==> src/rtl/callstk_pkg.sv <==
`timescale 1ns/1ps
package callstk_pkg;
    typedef enum logic [2:0] {
        ST_IDLE    = 3'd0,
        ST_PUSH_LO = 3'd1,
        ST_PUSH_HI = 3'd2,
        ST_POP_HI  = 3'd3,
        ST_POP_LO  = 3'd4
    } cs_state_e;
endpackage

==> src/rtl/cs_retaddr.sv <==
`timescale 1ns/1ps
module cs_retaddr #(
    parameter int PC_W = 16
) (
    input  logic [PC_W-1:0] call_pc,
    input  logic            call_long,
    output logic [PC_W-1:0] ret_addr
);
    localparam logic [PC_W-1:0] SHORT_LEN = PC_W'(2);
    localparam logic [PC_W-1:0] LONG_LEN  = PC_W'(3);

    always_comb begin
        ret_addr = call_pc + (call_long ? LONG_LEN : SHORT_LEN);
    end
endmodule

==> src/rtl/cs_sp_step.sv <==
`timescale 1ns/1ps
module cs_sp_step #(
    parameter int SP_W = 8
) (
    input  logic [SP_W-1:0] sp,
    output logic [SP_W-1:0] sp_up,
    output logic [SP_W-1:0] sp_down
);
    // modular arithmetic: wraps silently at both ends
    always_comb begin
        sp_up   = sp + SP_W'(1);
        sp_down = sp - SP_W'(1);
    end
endmodule

==> src/rtl/callstk_seq.sv <==
`timescale 1ns/1ps
module callstk_seq #(
    parameter int          BYTE_W   = 8,
    parameter int          SP_W     = 8,
    parameter logic [7:0]  SP_RESET = 8'h07
) (
    input  logic                clk,
    input  logic                rst_n,
    input  logic                call_req,
    input  logic                ret_req,
    input  logic                reti_req,
    input  logic [2*BYTE_W-1:0] call_pc,
    input  logic                call_long,
    input  logic [2*BYTE_W-1:0] call_target,
    output logic [SP_W-1:0]     ram_addr,
    output logic [BYTE_W-1:0]   ram_wdata,
    output logic                ram_we,
    input  logic [BYTE_W-1:0]   ram_rdata,
    output logic [SP_W-1:0]     sp_out,
    output logic                busy,
    output logic [2*BYTE_W-1:0] pc_out,
    output logic                pc_load,
    output logic                irq_release
);
    import callstk_pkg::*;

    localparam int PC_W = 2 * BYTE_W;
    localparam int HI_L = BYTE_W;

    typedef struct packed {
        cs_state_e       st;
        logic [SP_W-1:0] sp;
        logic [PC_W-1:0] save;
        logic [PC_W-1:0] target;
        logic [PC_W-1:0] pc;
        logic            pc_load;
        logic            irq_rel;
        logic            is_reti;
    } cs_regs_t;

    cs_regs_t        r_q, r_d;
    logic [PC_W-1:0] ret_addr_w;
    logic [SP_W-1:0] sp_up_w, sp_down_w;

    cs_retaddr #(.PC_W(PC_W)) u_retaddr (
        .call_pc   (call_pc),
        .call_long (call_long),
        .ret_addr  (ret_addr_w)
    );

    cs_sp_step #(.SP_W(SP_W)) u_sp_step (
        .sp      (r_q.sp),
        .sp_up   (sp_up_w),
        .sp_down (sp_down_w)
    );

    always_comb begin
        r_d         = r_q;
        r_d.pc_load = 1'b0;
        r_d.irq_rel = 1'b0;
        ram_addr    = r_q.sp;
        ram_wdata   = '0;
        ram_we      = 1'b0;
        case (r_q.st)
            ST_IDLE: begin
                if (call_req) begin
                    r_d.st     = ST_PUSH_LO;
                    r_d.save   = ret_addr_w;
                    r_d.target = call_target;
                end else if (ret_req || reti_req) begin
                    r_d.st      = ST_POP_HI;
                    r_d.is_reti = reti_req;
                end
            end
            ST_PUSH_LO: begin
                ram_addr  = sp_up_w;
                ram_wdata = r_q.save[BYTE_W-1:0];
                ram_we    = 1'b1;
                r_d.sp    = sp_up_w;
                r_d.st    = ST_PUSH_HI;
            end
            ST_PUSH_HI: begin
                ram_addr    = sp_up_w;
                ram_wdata   = r_q.save[PC_W-1:HI_L];
                ram_we      = 1'b1;
                r_d.sp      = sp_up_w;
                r_d.pc      = r_q.target;
                r_d.pc_load = 1'b1;
                r_d.st      = ST_IDLE;
            end
            ST_POP_HI: begin
                ram_addr               = r_q.sp;
                r_d.save[PC_W-1:HI_L]  = ram_rdata;
                r_d.sp                 = sp_down_w;
                r_d.st                 = ST_POP_LO;
            end
            ST_POP_LO: begin
                ram_addr    = r_q.sp;
                r_d.pc      = {r_q.save[PC_W-1:HI_L], ram_rdata};
                r_d.pc_load = 1'b1;
                r_d.irq_rel = r_q.is_reti;
                r_d.sp      = sp_down_w;
                r_d.st      = ST_IDLE;
            end
            default: r_d.st = ST_IDLE;
        endcase
    end

    always_ff @(posedge clk or negedge rst_n) begin
        if (!rst_n) begin
            r_q.st      <= ST_IDLE;
            r_q.sp      <= SP_W'(SP_RESET);
            r_q.save    <= '0;
            r_q.target  <= '0;
            r_q.pc      <= '0;
            r_q.pc_load <= 1'b0;
            r_q.irq_rel <= 1'b0;
            r_q.is_reti <= 1'b0;
        end else begin
            r_q <= r_d;
        end
    end

    assign sp_out      = r_q.sp;
    assign busy        = (r_q.st != ST_IDLE);
    assign pc_out      = r_q.pc;
    assign pc_load     = r_q.pc_load;
    assign irq_release = r_q.irq_rel;


    busy_two_cycles_chk: assert property (@(posedge clk) disable iff (!rst_n)
        $rose(busy) |=> (busy ##1 !busy));


    write_lands_at_sp_chk: assert property (@(posedge clk) disable iff (!rst_n)
        ram_we |=> (sp_out == $past(ram_addr)));


    low_then_high_chk: assert property (@(posedge clk) disable iff (!rst_n)
        (r_q.st == ST_PUSH_LO) |=> (ram_we && ram_addr == SP_W'($past(ram_addr) + SP_W'(1))));


    pop_moves_down_chk: assert property (@(posedge clk) disable iff (!rst_n)
        (r_q.st == ST_POP_HI) |=> (!ram_we && sp_out == SP_W'($past(sp_out) - SP_W'(1))));


    release_with_load_chk: assert property (@(posedge clk) disable iff (!rst_n)
        irq_release |-> pc_load);


    load_when_idle_chk: assert property (@(posedge clk) disable iff (!rst_n)
        pc_load |-> !busy);


    call_wins_chk: assert property (@(posedge clk) disable iff (!rst_n)
        (!busy && call_req) |=> (r_q.st == ST_PUSH_LO));
endmodule

==> config.mk <==
export PLATFORM = sky130hd
export DESIGN_NAME = callstk_seq
export DESIGN_NICKNAME = d
export VERILOG_FILES = /design/src/rtl/callstk_pkg.sv /design/src/rtl/cs_retaddr.sv /design/src/rtl/cs_sp_step.sv /design/src/rtl/callstk_seq.sv
export SDC_FILE = /design/constraint.sdc
export NUM_CORES = 1
export LEC_CHECK = 0
export BUFFER_PORTS_ARGS = -buffer_cell sky130_fd_sc_hd__buf_4
export CAP_MARGIN = 20
export CORE_AREA = 2 2 84 86
export CTS_CLUSTER_DIAMETER = 120
export DETAILED_ROUTE_END_ITERATION = 12
export DIE_AREA = 0 0 86 88
export PLACE_DENSITY = 0.84
export RECOVER_POWER = 25
export REMOVE_ABC_BUFFERS = 1
export SETUP_SLACK_MARGIN = 0.3
export SLEW_MARGIN = 30
export SYNTH_ARGS = -nofsm -noshare
export SYNTH_HDL_FRONTEND = slang
export SYNTH_SLANG_ARGS = --single-unit
==> constraint.sdc <==
create_clock -name clk -period 2.4 [get_ports clk]
set_input_delay 0.12 -clock clk [delete_from_list [all_inputs] [get_ports clk]]
set_output_delay 0.12 -clock clk [all_outputs]
set_load 0.05 [all_outputs]
* Yosys cells after proc, flatten, opt, wreduce, memory -nomap -nowiden *
Index checks and enable logic that the tools add are counted.

cells by class
  add/subtract/negate cells = 3
  equal/unequal tests = 6
  multiplexer cells = 12
  bitwise logic cells = 1
  reduce and logical (&&, ||, !) cells = 11

operators by type and width
  operator             count
  $pmux 8 s2           3
  $pmux 17 s2          1
  $mux 32              1
  $add 16x16->16       1
  $pmux 3 s3           1
  $add 8x1->8 const B  1
  $mux 8               1
  $sub 8x1->8 const B  1
  $eq 3x2->1 const B   2
  $mux 3               2
  $reduce_bool 2->1    3
  $reduce_and 2->1     2
  $reduce_or 2->1      2
  $eq 3x1->1 const B   1
  $eq 3x3->1 const B   1
  $logic_not 3->1      1
  $mux 1               3
  $ne 3x3->1 const B   1
  $reduce_and 3->1     1
  $reduce_bool 3->1    1
  $ne 2x2->1 const B   1
  $logic_or 1x1->1     1
  $not 1->1            1

word-level totals
  register bits = 62
  input port bits = 46
  output and inout port bits = 44

* Depth between registers and ports, before layout *
  word-level depth = 4
  mapped depth = 7
  mapped depth without buffers = 7

* By module *
A second synthesis with hierarchy kept.

unflattened totals
  cells, all modules = 323
  area total of the unflattened synthesis = 3580.9 µm²

modules (own cells, without submodules)
  module       times used  cells an instance  area an instance (µm²)
  callstk_seq  1           245                3039.2
  cs_retaddr   1           42                 279.0
  cs_sp_step   1           36                 262.8

* Worst setup path before layout *
Ideal clock, no wire load.

  kind = register to output
  start = register r_q[60] (netlist bit)
  end = output ram_addr[1]
  arrival = 2.056 ns
  data required time = 2.280 ns
  setup slack = 0.224 ns
  stages on the path, launching flop included = 6
  buffers on the path = 2
  path through = dfrtp_1 -> buf_6 -> nor2b_1 -> o21a_1 -> buf_6 -> o21ai_0

between the ends
  cells in the longest elaborated chain, start to end = 3
  elaborated cells on any way between the ends = 4
  classes of those cells = eq/ne: 2; mux: 1; reduce/logical: 1

ends and longest elaborated chain
  element                                          RTL line            text
  start: declaration                               callstk_seq.sv:41   cs_regs_t r_q, r_d;
  start signal: assignment                         callstk_seq.sv:120  r_q <= r_d;
  $eq 3x1->1 / $eq 3x2->1 (equally long branches)  callstk_seq.sv:64   case (r_q.st)
  $reduce_or 2->1 (no line) (*)                    n/a
  $mux 8 (*)                                       callstk_seq.sv:64
  end: declaration                                 callstk_seq.sv:15   output logic [SP_W-1:0] ram_addr,

Every way passes the cells marked *; elsewhere a longest branch is shown, timed or not.

* Worst setup path in the final report *
  start = register, netlist name sp_out[1]
  end = output ram_addr[7]

between the ends
  cells in the longest elaborated chain, start to end = 2

ends and longest elaborated chain
  element      RTL line           text
  $add 8x1->8  cs_sp_step.sv:11   sp_up = sp + SP_W'(1);
  $mux 8       callstk_seq.sv:64

No other way between the ends.

==> results.md <==
- After detailed routing, the number of vias per cell comes to 5.421.
- For the worst setup path, the data arrival time is 1890 ps.
- The share of synthesized area occupied by flip-flops and latches is 45.58%.
- The overall die height is 88 um.
- The max-slew violation total from the final report was 63.
- Setup violations remaining at the end of the flow were counted as 0.
- The starting utilization of the core area is 51.36%.
- For this block, the routed nets add up to 8.321 mm of wire.
- The total number of H-tree levels is 3.
- The cell taking the most area after synthesis is sky130_fd_sc_hd__dfrtp_1.
- In the finished design, the share of the clock period the worst path needs comes to 83.71%.
- The number of iterations in the first detailed-routing pass is 4.
- Derived from the worst setup path, the maximum achievable clock frequency is 497.7 MHz.
- The number of nets in the finished design is 485.
- The combined global-route utilization of all metal layers is 22.70%.
- The class of the most critical setup path is flip-flop to primary output.
- The residual DRC count is 0.
- The vias after detailed routing is 2819.
- OpenSTA, run right after detailed placement, puts the worst setup slack at 431.3 ps.
- The leakage power summed over all cells is 2.035 nW.
- The critical path endpoint category is a primary output.
- The run finished, with violations left.
- The wire length of the first global-routing pass is 13.33 mm.
- The tightest min-delay check is of the input port to flip-flop type.
- The via count of the first global-routing pass is 2833.
- Overall power consumption after layout is estimated at 6.869 mW.
- The clock tree from TritonCTS is yes.
- The gate count after technology mapping is 349.
- The x dimension of the die is 86 um.
- For this design the ratio of total power to cell area is 1587 mW/mm^2.
- The core region is 0.006644 sq mm.
- The final reports fail on max-capacitance violations, max-slew violations.
- The kind of start point of the critical path is a flip-flop.
- The detail-routed net length per standard cell is 16.00 um.
- In the final layout, the share of cells above drive strength 1 is 28.86%.
- Setup repair after global routing left no endpoint under its margin.
- Routability-driven placement finished with a final weighted congestion of 0.9098.
- The synthesis-stage register bit count is 62.
- The pin count of the biggest net entering global routing is 63.
- The final critical path time including I/O delays and setup is 2009 ps.
- Yosys attributes the largest share of cell area to sky130_fd_sc_hd__dfrtp_1 43%, sky130_fd_sc_hd__nand2_1 5.8%, sky130_fd_sc_hd__mux2_1 5.6%.
- Summed over all layers, the global routing overflow is 0.
- Pin placement for this block handled 90 I/O pins.
- The longest clock path from root to sink contains 2 buffers.
- Clock-pin slew was measured on the worst setup and hold paths at 70 ps.
- The max capacitance violation total is 1.
- In this run, placement finished with an instance count of 481.
- The number of rows created at floorplan is 30.
- In the layout the commonest cells are 95 x sky130_fd_sc_hd__buf_4, 57 x sky130_fd_sc_hd__dfrtp_1, 53 x sky130_fd_sc_hd__nand2_1.
- The average footprint of a synthesized cell is 9.777 sq um.
- Once detail routing completed, the nets flagged for antenna violations numbered 0.
- The tree built by TritonCTS fans out to 62 sinks.
- The utilization of the core after routing is 65.16%.
- The number of cells on the worst hold path is 2.
- The leading cell type in the layout, fill and taps excluded is sky130_fd_sc_hd__buf_4.
- The non-filler instance count after layout is 520.
- At the later pin of the worst-skew pair, clock insertion delay measures 340 ps.
- The root buffer cell chosen for the clock tree is sky130_fd_sc_hd__clkbuf_8.
- The worst hold-check slack is 9.609 ps.
- The combined area of all synthesized cells is 0.003412 sq mm.
- Setup slack on the critical path of the routed design comes to 390.9 ps.
- The detailed placement HPWL is 5.766 mm.
- The relative area change from synthesis to final layout is 26.88%.
- The worst clock skew is 3.849 ps.
- Counting distinct cell types in the post-synthesis netlist gives 41.
- Buffers placed on the I/O ports in this run total 89.
- The remaining max-slew budget at the tightest pin is -2.124%.
- The slew of the pin with the lowest slew margin is 1532 ps.
- The worst ir drop on vdd is 0.0007194 V.
- The initial antenna violation count is 0.
- Counting the buffers created by CTS gives 9.
- The worst register-to-register path has a setup slack of 520 ps.
- The die covers 0.007568 sq mm.
- The depth of the most critical reg-to-reg path is 6.
- The number of DRC markers after the initial detailed-route iteration is 152.
- The critical path required time is 2280 ps.
- Along the worst path, the maximum fanout reaches 9.
- The final number of hold-violating endpoints was 0.
- The share of the synthesized area in the top cell type is 43.27%.
- The count of inserted antenna diode cells is 0.
- The yosys synthesis warning count is 0.
- The filler cell count is 537.
==> registers in the layout (all words and copies together) (netlist names) <==
name and flops:
pc_load 1, sp_out 8, pc_out 16, irq_release 1, r_q 36
==> Yosys cell counts <==
cell and count:
sky130_fd_sc_hd__o21ai_0 18, sky130_fd_sc_hd__nor3_2 1, sky130_fd_sc_hd__nor2b_2 1, sky130_fd_sc_hd__o21a_1 1
sky130_fd_sc_hd__clkinv_1 1, sky130_fd_sc_hd__nand4_1 6, sky130_fd_sc_hd__a22oi_1 24, sky130_fd_sc_hd__nor2_2 3
sky130_fd_sc_hd__a22o_1 1, sky130_fd_sc_hd__o211ai_1 1, sky130_fd_sc_hd__buf_6 4, sky130_fd_sc_hd__inv_2 1
sky130_fd_sc_hd__nor2b_1 2, sky130_fd_sc_hd__inv_1 6, sky130_fd_sc_hd__mux2_1 17, sky130_fd_sc_hd__dfrtp_1 59
sky130_fd_sc_hd__xor2_1 13, sky130_fd_sc_hd__buf_2 10, sky130_fd_sc_hd__nand3_1 5, sky130_fd_sc_hd__nand2_1 53
sky130_fd_sc_hd__a32oi_1 2, sky130_fd_sc_hd__nand3_2 1, sky130_fd_sc_hd__o32ai_1 1, sky130_fd_sc_hd__dfstp_2 3
sky130_fd_sc_hd__a21boi_1 1, sky130_fd_sc_hd__a21oi_1 11, sky130_fd_sc_hd__nor2_1 17, sky130_fd_sc_hd__o2111ai_1 2
sky130_fd_sc_hd__nor3b_1 2, sky130_fd_sc_hd__buf_4 24, sky130_fd_sc_hd__nor3_1 8, sky130_fd_sc_hd__nand2b_1 2
sky130_fd_sc_hd__nor4_2 1, sky130_fd_sc_hd__mux2i_1 2, sky130_fd_sc_hd__clkbuf_1 6, sky130_fd_sc_hd__xnor2_1 16
sky130_fd_sc_hd__a31oi_1 3, sky130_fd_sc_hd__and3_1 13, sky130_fd_sc_hd__ha_1 4, sky130_fd_sc_hd__nor4_4 2
sky130_fd_sc_hd__o21ai_1 1
==> worst max-delay path, cell delays in order (launching register included) <==
cell and delay [ps]:
sky130_fd_sc_hd__dfstp_2 640, sky130_fd_sc_hd__inv_1 130, sky130_fd_sc_hd__nor3_1 200, sky130_fd_sc_hd__and3_1 220, sky130_fd_sc_hd__xor2_1 150, sky130_fd_sc_hd__buf_4 210
==> per-layer routing <==
| layer | global-route usage [%] | wire (um) | vias up |
|---|---|---|---|
| met5 | 0 | 0 | - |
| li1 | - | - | 1359 |
| met1 | 28.27 | 3528 | 1345 |
| met2 | 37.63 | 4017 | 101 |
| met4 | 7.504 | 131 | 0 |
| met3 | 7.257 | 644 | 14 |
==> path summary, 6_finish.rpt <==
path | end | from
max reg2reg | r_q[45] | r_q[59]
min | r_q[25] | call_target[6]
min reg2reg | pc_out[13] | pc_out[13]
max | ram_addr[7] | sp_out[1]
max in group asynchronous | r_q[59] | rst_n
min in group asynchronous | r_q[35] | rst_n
==> power by group <==
group          internal, mW  switching, mW  total [mW]  leakage (nW)
Sequential             1.60          0.502        2.10         0.751
Combinational          1.33           2.63        3.96          1.20
Clock                 0.398          0.415       0.813        0.0861
==> repair_timing <==
action,in CTS,in global routing
setup buffers,0,2
cloned,0,1
endpoints found under the setup margin,8,19
pin swaps,0,1
hold buffers,20,0
resized for setup,2,3
endpoints found under the hold margin,78,0
==> metrics by stage <==
stage | cell area (sq um) | setup TNS (ps)
floorplan | 3114 | -2804
global placement | 3940 | 0
detailed placement | 3940 | 0
CTS | 4310 | 0
global route | 4329 | 0
finish | 4329 | 0
==> layout make-up <==
type,count,area [sq um],share of cell area [%]
repair buffers,118,925.9,21.39
clock buffers,12,145.1,3.353
clock inverters,4,22.52,0.5202
multi-input cells,236,1548,35.75
well taps,80,100.1,2.312
inverters,8,30.03,0.6936
flip-flops and latches,62,1558,35.98
==> cell families (layout without fill, tap and decap cells) <==
group | Yosys count | in the layout | synth area share [%]
compound gates | 66 | 67 | 12.43
xor+xnor | 29 | 29 | 7.444
flops | 62 | 62 | 45.58
buf+inv | 52 | 142 | 9.607
simple gates | 117 | 117 | 17.27
fa+ha+maj | 4 | 4 | 1.467
mux | 19 | 19 | 6.197
No activity file was read; power rests on OpenSTA's default activity.
